<file path="src/rtl/gcd_cfg_hold.sv">
// Run flag and working copies of source code and divider.
// The copies track the request inputs while the output is stopped, including
// during reset, and freeze for as long as the output runs.
module gcd_cfg_hold #(
    parameter int SEL_W = 3,
    parameter int DIV_W = 8
) (
    input  logic             clk,
    input  logic             rst_n,
    input  logic [SEL_W-1:0] cfg_sel,
    input  logic [DIV_W-1:0] cfg_div,
    input  logic             cfg_en,
    output logic             run_q,
    output logic [SEL_W-1:0] act_sel,
    output logic [DIV_W-1:0] act_div
);

    // Run flag follows the enable with one register stage.
    always_ff @(posedge clk) begin
        if (!rst_n) run_q <= 1'b0;
        else        run_q <= cfg_en;
    end

    // Working copies load only while stopped or in reset.
    always_ff @(posedge clk) begin
        if (!rst_n || !run_q) begin
            act_sel <= cfg_sel;
            act_div <= cfg_div;
        end
    end

endmodule

</file>
<file path="src/rtl/gcd_src_mux.sv">
// One-hot lane match between the working source code and the tick lanes.
// Codes at or above NUM_SRC match no lane, so they yield no ticks.
module gcd_src_mux #(
    parameter int NUM_SRC = 6,
    parameter int SEL_W   = 3
) (
    input  logic [NUM_SRC-1:0] src_tick,
    input  logic [SEL_W-1:0]   act_sel,
    output logic               sel_tick
);

    logic [NUM_SRC-1:0] lane_hit;

    for (genvar g = 0; g < NUM_SRC; g++) begin : g_lane
        // Lane g passes its tick only when the working code names it.
        assign lane_hit[g] = src_tick[g] && (act_sel == SEL_W'(g));
    end

    assign sel_tick = |lane_hit;

endmodule

</file>
<file path="src/rtl/gcd_tick_count.sv">
// Counts selected ticks modulo (act_div + 1) and registers the output tick.
// Assumes act_div is frozen while run_q is high. The counter is held at zero
// while stopped. The live enable also gates the output so it stops at once.
module gcd_tick_count #(
    parameter int DIV_W = 8
) (
    input  logic             clk,
    input  logic             rst_n,
    input  logic             run_q,
    input  logic             cfg_en,
    input  logic             sel_tick,
    input  logic [DIV_W-1:0] act_div,
    output logic [DIV_W-1:0] cnt,
    output logic             gen_tick
);

    logic terminal;
    assign terminal = (cnt == act_div);

    // Position inside the current division period.
    always_ff @(posedge clk) begin
        if (!rst_n || !run_q) cnt <= '0;
        else if (sel_tick)    cnt <= terminal ? '0 : cnt + 1'b1;
    end

    // Output tick: last selected tick of a period while running and enabled.
    always_ff @(posedge clk) begin
        if (!rst_n) gen_tick <= 1'b0;
        else        gen_tick <= run_q && cfg_en && sel_tick && terminal;
    end

endmodule

</file>
<file path="src/rtl/gen_clk_div.sv">
// Top of the selectable-source gated tick divider.
// One clock domain. Sources are one-cycle tick streams in that domain.
module gen_clk_div #(
    parameter int NUM_SRC = 6,
    parameter int SEL_W   = 3,
    parameter int DIV_W   = 8
) (
    input  logic               clk,
    input  logic               rst_n,
    input  logic [NUM_SRC-1:0] src_tick,
    input  logic [SEL_W-1:0]   cfg_sel,
    input  logic [DIV_W-1:0]   cfg_div,
    input  logic               cfg_en,
    output logic               gen_tick
);

    logic             run_q;
    logic [SEL_W-1:0] act_sel;
    logic [DIV_W-1:0] act_div;
    logic [DIV_W-1:0] cnt;
    logic             sel_tick;

    gcd_cfg_hold #(.SEL_W(SEL_W), .DIV_W(DIV_W)) u_hold (
        .clk(clk), .rst_n(rst_n), .cfg_sel(cfg_sel), .cfg_div(cfg_div),
        .cfg_en(cfg_en), .run_q(run_q), .act_sel(act_sel), .act_div(act_div)
    );

    gcd_src_mux #(.NUM_SRC(NUM_SRC), .SEL_W(SEL_W)) u_mux (
        .src_tick(src_tick), .act_sel(act_sel), .sel_tick(sel_tick)
    );

    gcd_tick_count #(.DIV_W(DIV_W)) u_cnt (
        .clk(clk), .rst_n(rst_n), .run_q(run_q), .cfg_en(cfg_en),
        .sel_tick(sel_tick), .act_div(act_div), .cnt(cnt), .gen_tick(gen_tick)
    );

endmodule

</file>
<file path="config.mk">
export PLATFORM = sky130hd
export DESIGN_NAME = gen_clk_div
export DESIGN_NICKNAME = d
export VERILOG_FILES = /design/src/rtl/gcd_cfg_hold.sv /design/src/rtl/gcd_src_mux.sv /design/src/rtl/gcd_tick_count.sv /design/src/rtl/gen_clk_div.sv
export SDC_FILE = /design/constraint.sdc
export NUM_CORES = 1
export LEC_CHECK = 0
export BUFFER_PORTS_ARGS = -buffer_cell sky130_fd_sc_hd__buf_2
export CAP_MARGIN = 0
export CORE_UTILIZATION = 50
export CTS_CLUSTER_SIZE = 12
export DETAILED_ROUTE_END_ITERATION = 7
export PLACE_DENSITY_LB_ADDON = 0.08
export SYNTH_ARGS = -nofsm -noshare
export SYNTH_HDL_FRONTEND = slang
export SYNTH_SLANG_ARGS = --single-unit
</file>
<file path="constraint.sdc">
create_clock -name clk -period 1.91 [get_ports clk]
set_clock_uncertainty 0.2 [all_clocks]
set_input_delay 0.0955 -clock clk [delete_from_list [all_inputs] [get_ports clk]]
set_output_delay 0.0955 -clock clk [all_outputs]
set_load 0.02 [all_outputs]
</file>
* Word level (Yosys, flattened, before mapping) *
Cells that the tools add are included.

storage, ports and cells
  output and inout port bits = 1
  word-level logic and storage cells = 27
  flip-flop bits (word level) = 21
  bits of input ports = 20

cells by class
  multiplexer cells = 1
  add/sub/neg operators = 1
  reduce and logical (&&, ||, !) cells = 14
  equality and inequality tests = 6

operators by type and width
  cell                   count
  $logic_and A1 B1 Y1    9
  $add A8 B1 Y8 const B  1
  $eq A8 B8 Y1           1
  $mux W8                1
  $eq A3 B2 Y1 const B   2
  $eq A3 B3 Y1 const B   2
  $reduce_or A6 Y1       1
  $eq A3 B1 Y1 const B   1
  $logic_not A3 Y1       1
  $logic_not A1 Y1       2
  $logic_or A1 B1 Y1     1

* Depth between registers and ports, before layout *
  depth in word-level cells = 5
  mapped depth = 6
  depth with buffers taken out = 6

* By module *
A second synthesis with hierarchy kept.

second synthesis, totals
  cells, all modules = 68
  area total of the unflattened synthesis = 883.3 µm²

by module, submodules not included
  module          area an instance (µm²)  instances  seq. area each (µm²)  cells each
  gcd_tick_count  471.7                   1          180.2                 49
  gcd_cfg_hold    360.3                   1          350.3                 14
  gcd_src_mux     51.3                    1          0.0                   5

* Worst setup path after synthesis *
No wires, ideal clock.

  path type = flip-flop to flip-flop
  from = reg u_hold.act_sel[0]
  to = reg u_cnt.cnt[5]
  clock period less this slack = 1.760 ns
  slack = 0.150 ns
  arrival time = 1.442 ns
  cell stages (with the launch flop) = 7
  cells stage by stage = edfxtp_1 -> mux4_2 -> nand2b_1 -> and2_4 -> buf_6 -> nor3_2 -> o221a_1

between the ends
  cells in the longest elaborated chain, start to end = 3
  elaborated cells between the ends (all ways) = 13

RTL lines
  what                                  line                  source
  from (decl)                           gcd_cfg_hold.sv:14    output logic [SEL_W-1:0] act_sel,
  from (signal assigned)                gcd_cfg_hold.sv:27    act_sel <= cfg_sel;
  $eq A3 B1 Y1 (tied with other cells)  gcd_src_mux.sv:16     assign lane_hit[g] = src_tick[g] && (act_sel == SEL_W'(g));
  $logic_and A1 B1 Y1                   gcd_src_mux.sv:16
  $reduce_or A6 Y1 *                    gcd_src_mux.sv:19     assign sel_tick = |lane_hit;
  to (signal assigned)                  gcd_tick_count.sv:23  else if (sel_tick) cnt <= terminal ? '0 : cnt + 1'b1;
  to (decl)                             gcd_tick_count.sv:13  output logic [DIV_W-1:0] cnt,

Every way passes the cells marked *; elsewhere a longest branch is shown, timed or not.
A chain may end at the register's enable or synchronous reset.

* Worst setup path in the final report *
Same ends and word-level chain as after synthesis.

==> run_results.csv <==
group,metric,value,unit
outcome,status,"finished clean",
placement,dp_hpwl,1.23,mm
finish,area_growth,32.1,%
die,die_height,46.1,um
clock_network,cts_sinks,21,
die,rows,15,
synth,synth_nets,98,
global_route,antenna_found_initial,0,
clock_network,clockRootBuffer,"clkbuf_4",
finish,mostFrequentLayoutCell,"buf_2",
synth,yosys-top-cells-area,"edfxtp_1 (34%), dfxtp_1 (21%), xor2_1 (7.2%), nor4_4 (4.4%), a21oi_1 (2.6%)",
setup_path,crit_path_start_kind,"flip-flop",
synth,yosysSeqAreaShare,54.5,%
route,routedWlPerCell,12.7,um
clock_network,clockBufferDepth,2,
setup_path,cp_max_fo,10,
global_route,grt_pass1_wl,2.72,mm
setup_path,slowest_delay,0.50,ns
timing,timing.final.crit_share,95.2,%
finish,num_antenna_cells,0,
setup_path,worst_r2r_startpoint,"u_hold.act_sel[0]$_DFFE_PP_",
finish,fin_area,1290,um2
timing,rsz0062_at_grt,"false",
setup_path,worst_ep_required_time,1.91,ns
synth,synth_top_area_share,33.9,%
setup_path,rr_endpoint,"u_cnt.cnt[5]$_SDFFE_PP0P_",
finish,seq_area,531,um2
clock_network,cts_tree,"yes",
finish,n_fill_cell,145,
setup_path,critical_path_class,"reg2reg",
min_path,hold_depth,3,
min_path,whs_endpoint,"u_cnt.gen_tick$_SDFF_PN0_",
route,antenna_left,0,
die,io-pin-count,21,
clock_network,cts_buffers,3,
route,drt_iter0_markers,11,
timing,fin_hold_ws,0.0314,ns
setup_path,worst_ep_arrival_time,1.82,ns
global_route,grt_max_degree,13,
min_path,min-delay-start,"rst_n",
synth,ys_ff_latch,21,
synth,yosys.area.top_type,"edfxtp_1",
clock_network,clk_latency,0.30,ns
synth,syn_area,973,um2
finish,multi_input_area,433,um2
timing,slew_headroom,77.2,%
die,coreArea,1780,um2
timing,max_slew.worst_pin.slew,0.340,ns
placement,io_buffers,20,
power_and_ir_drop,cellPowerDensity,631,nW/um2
setup_path,end_kind,"flip-flop",
timing,fin_crit,1.82,ns
setup_path,crit_path_top_delay_cell,"mux4_2",
synth,yosysUniqueCellTypes,30,
timing,max_freq,0.550,GHz
placement,pre_cts_slack,0.0929,ns
synth,synth_ff_type,"edfxtp_1",
power_and_ir_drop,total_power,0.000812,W
timing,finalSetupViolations,0,
timing,hold_viol_final,0,
setup_path,crit_start,"u_hold.act_sel[0]$_DFFE_PP_",
finish,drive_above_1_share,31.6,%
placement,finalWeightedCongestion,0.695,
min_path,min_path_type,"in2reg",
setup_path,worst-r2r-cell-count,5,
synth,synthCells,77,
clock_network,path_clk_slew,0.12,ns
global_route,overflow,0,
setup_path,cp_num_buf_inv,0,
synth,yosys_warnings,0,
timing,slew_violations,0,
die,die_w,46.1,um
die,start_util,54.6,%
placement,postPlaceCellArea,1120,um2
synth,synth_edf_count,11,
power_and_ir_drop,worst_ir_drop_vdd,0.549,mV
clock_network,htreeDepth,1,
synth,syn_area_per_cell,12.6,um2
job,drv_cap,0,
route,dr.pass1.iters,4,
route,vias,734,
setup_path,cpLargestDelayFamily,"multiplexers",
timing,setup_slack,0.0908,ns
route,drc,0,
global_route,grt_util_all_layers,18.7,%
finish,mostFrequentLayoutCells,"buf_2 (20), dlygate4sd3_1 (13), edfxtp_1 (11)",
timing,setup_tns,0,ns
route,routed_wl,1.81,mm
setup_path,r2r_slack,0.09,ns
synth,async_reset_ff_share,0,%
die,design.die.area,2130,um2
setup_path,worstPathCellList,"mux4_2, nand2b_1, and2_4, nor3_2, o221a_1",
power_and_ir_drop,leakage,0.530,nW
route,via_per_inst,5.17,
finish,nNetsFinal,139,
global_route,grt_pass1_vias,649,
## worst max path at each step
stage	endpoint	depth (start not counted)
final	u_cnt.cnt[5]$_SDFFE_PP0P_	5
after detailed placement	u_cnt.cnt[3]$_SDFFE_PP0P_	5
after floorplan	u_cnt.cnt[5]$_SDFFE_PP0P_	6
after CTS	u_cnt.cnt[3]$_SDFFE_PP0P_	5
after global placement	u_cnt.cnt[5]$_SDFFE_PP0P_	5
after global routing	u_cnt.cnt[7]$_SDFFE_PP0P_	5
## sequential cells by signal (all words and copies together) (netlist names)
signal,count
u_cnt.cnt,8
u_hold.run_q,1
u_hold.act_div,8
u_cnt.gen_tick,1
u_hold.act_sel,3
## kinds of logic after synthesis
group	after synthesis	share of synthesized area, %
and+or+nand+nor	26	19.8
DFF	21	54.5
AOI/OAI and AO/OA	16	11.2
xor gates and xnor gates	8	7.20
muxes	3	4.50
buffers and inverters	2	1.54
adders and majority gates	1	1.29
## power by group
part	total [W]	leakage, nW	switching [W]	internal (W)
registers	0.000502	0.195	0.00000850	0.000493
logic	0.000101	0.318	0.0000427	0.0000587
clock network	0.000208	0.0177	0.000130	0.0000780
## per-stage QoR
stage	instances	utilization, %
final	142	72.1
after global routing	142	72.1
after detailed placement	125	63.0
after global placement	125	63.0
after CTS	142	71.9
after floorplan	77	-
## layer usage
metal	vias to the layer above	global-route usage (%)	wire length, um
met4	0	5.29	17
met5	-	0	0
met3	2	2.35	52
met2	19	33.0	939
met1	343	24.0	796
li1	370	-	-
## tightest hold or removal path, delay by kind of cell
kind | cells | cell delay (ns)
and+or+nand+nor | 2 | 0.33
buffers and inverters | 1 | 0.08
## repair_timing
action | in CTS | in global routing
gates resized for setup | 0 | 1
setup buffers | 0 | 0
endpoints found under the setup margin | 0 | 5
hold buffers | 13 | 0
hold endpoints to repair | 12 | 0
## cell type report
cell class              count  area share (%)
multi-input cells          54            33.7
repair buffers             37            20.2
inverters                   1           0.292
clock inverters             1           0.389
flip-flops and latches     21            41.2
clock buffers               3            1.75
well taps                  25            2.43
## synth_stat cells, drive strengths merged (3+ instances only)
cell type,count
xor2,8
edfxtp,11
dfxtp,10
nor2,4
and2,4
o21ai,3
nand3b,3
a21oi,5
Power figures use the tool's default switching activity.
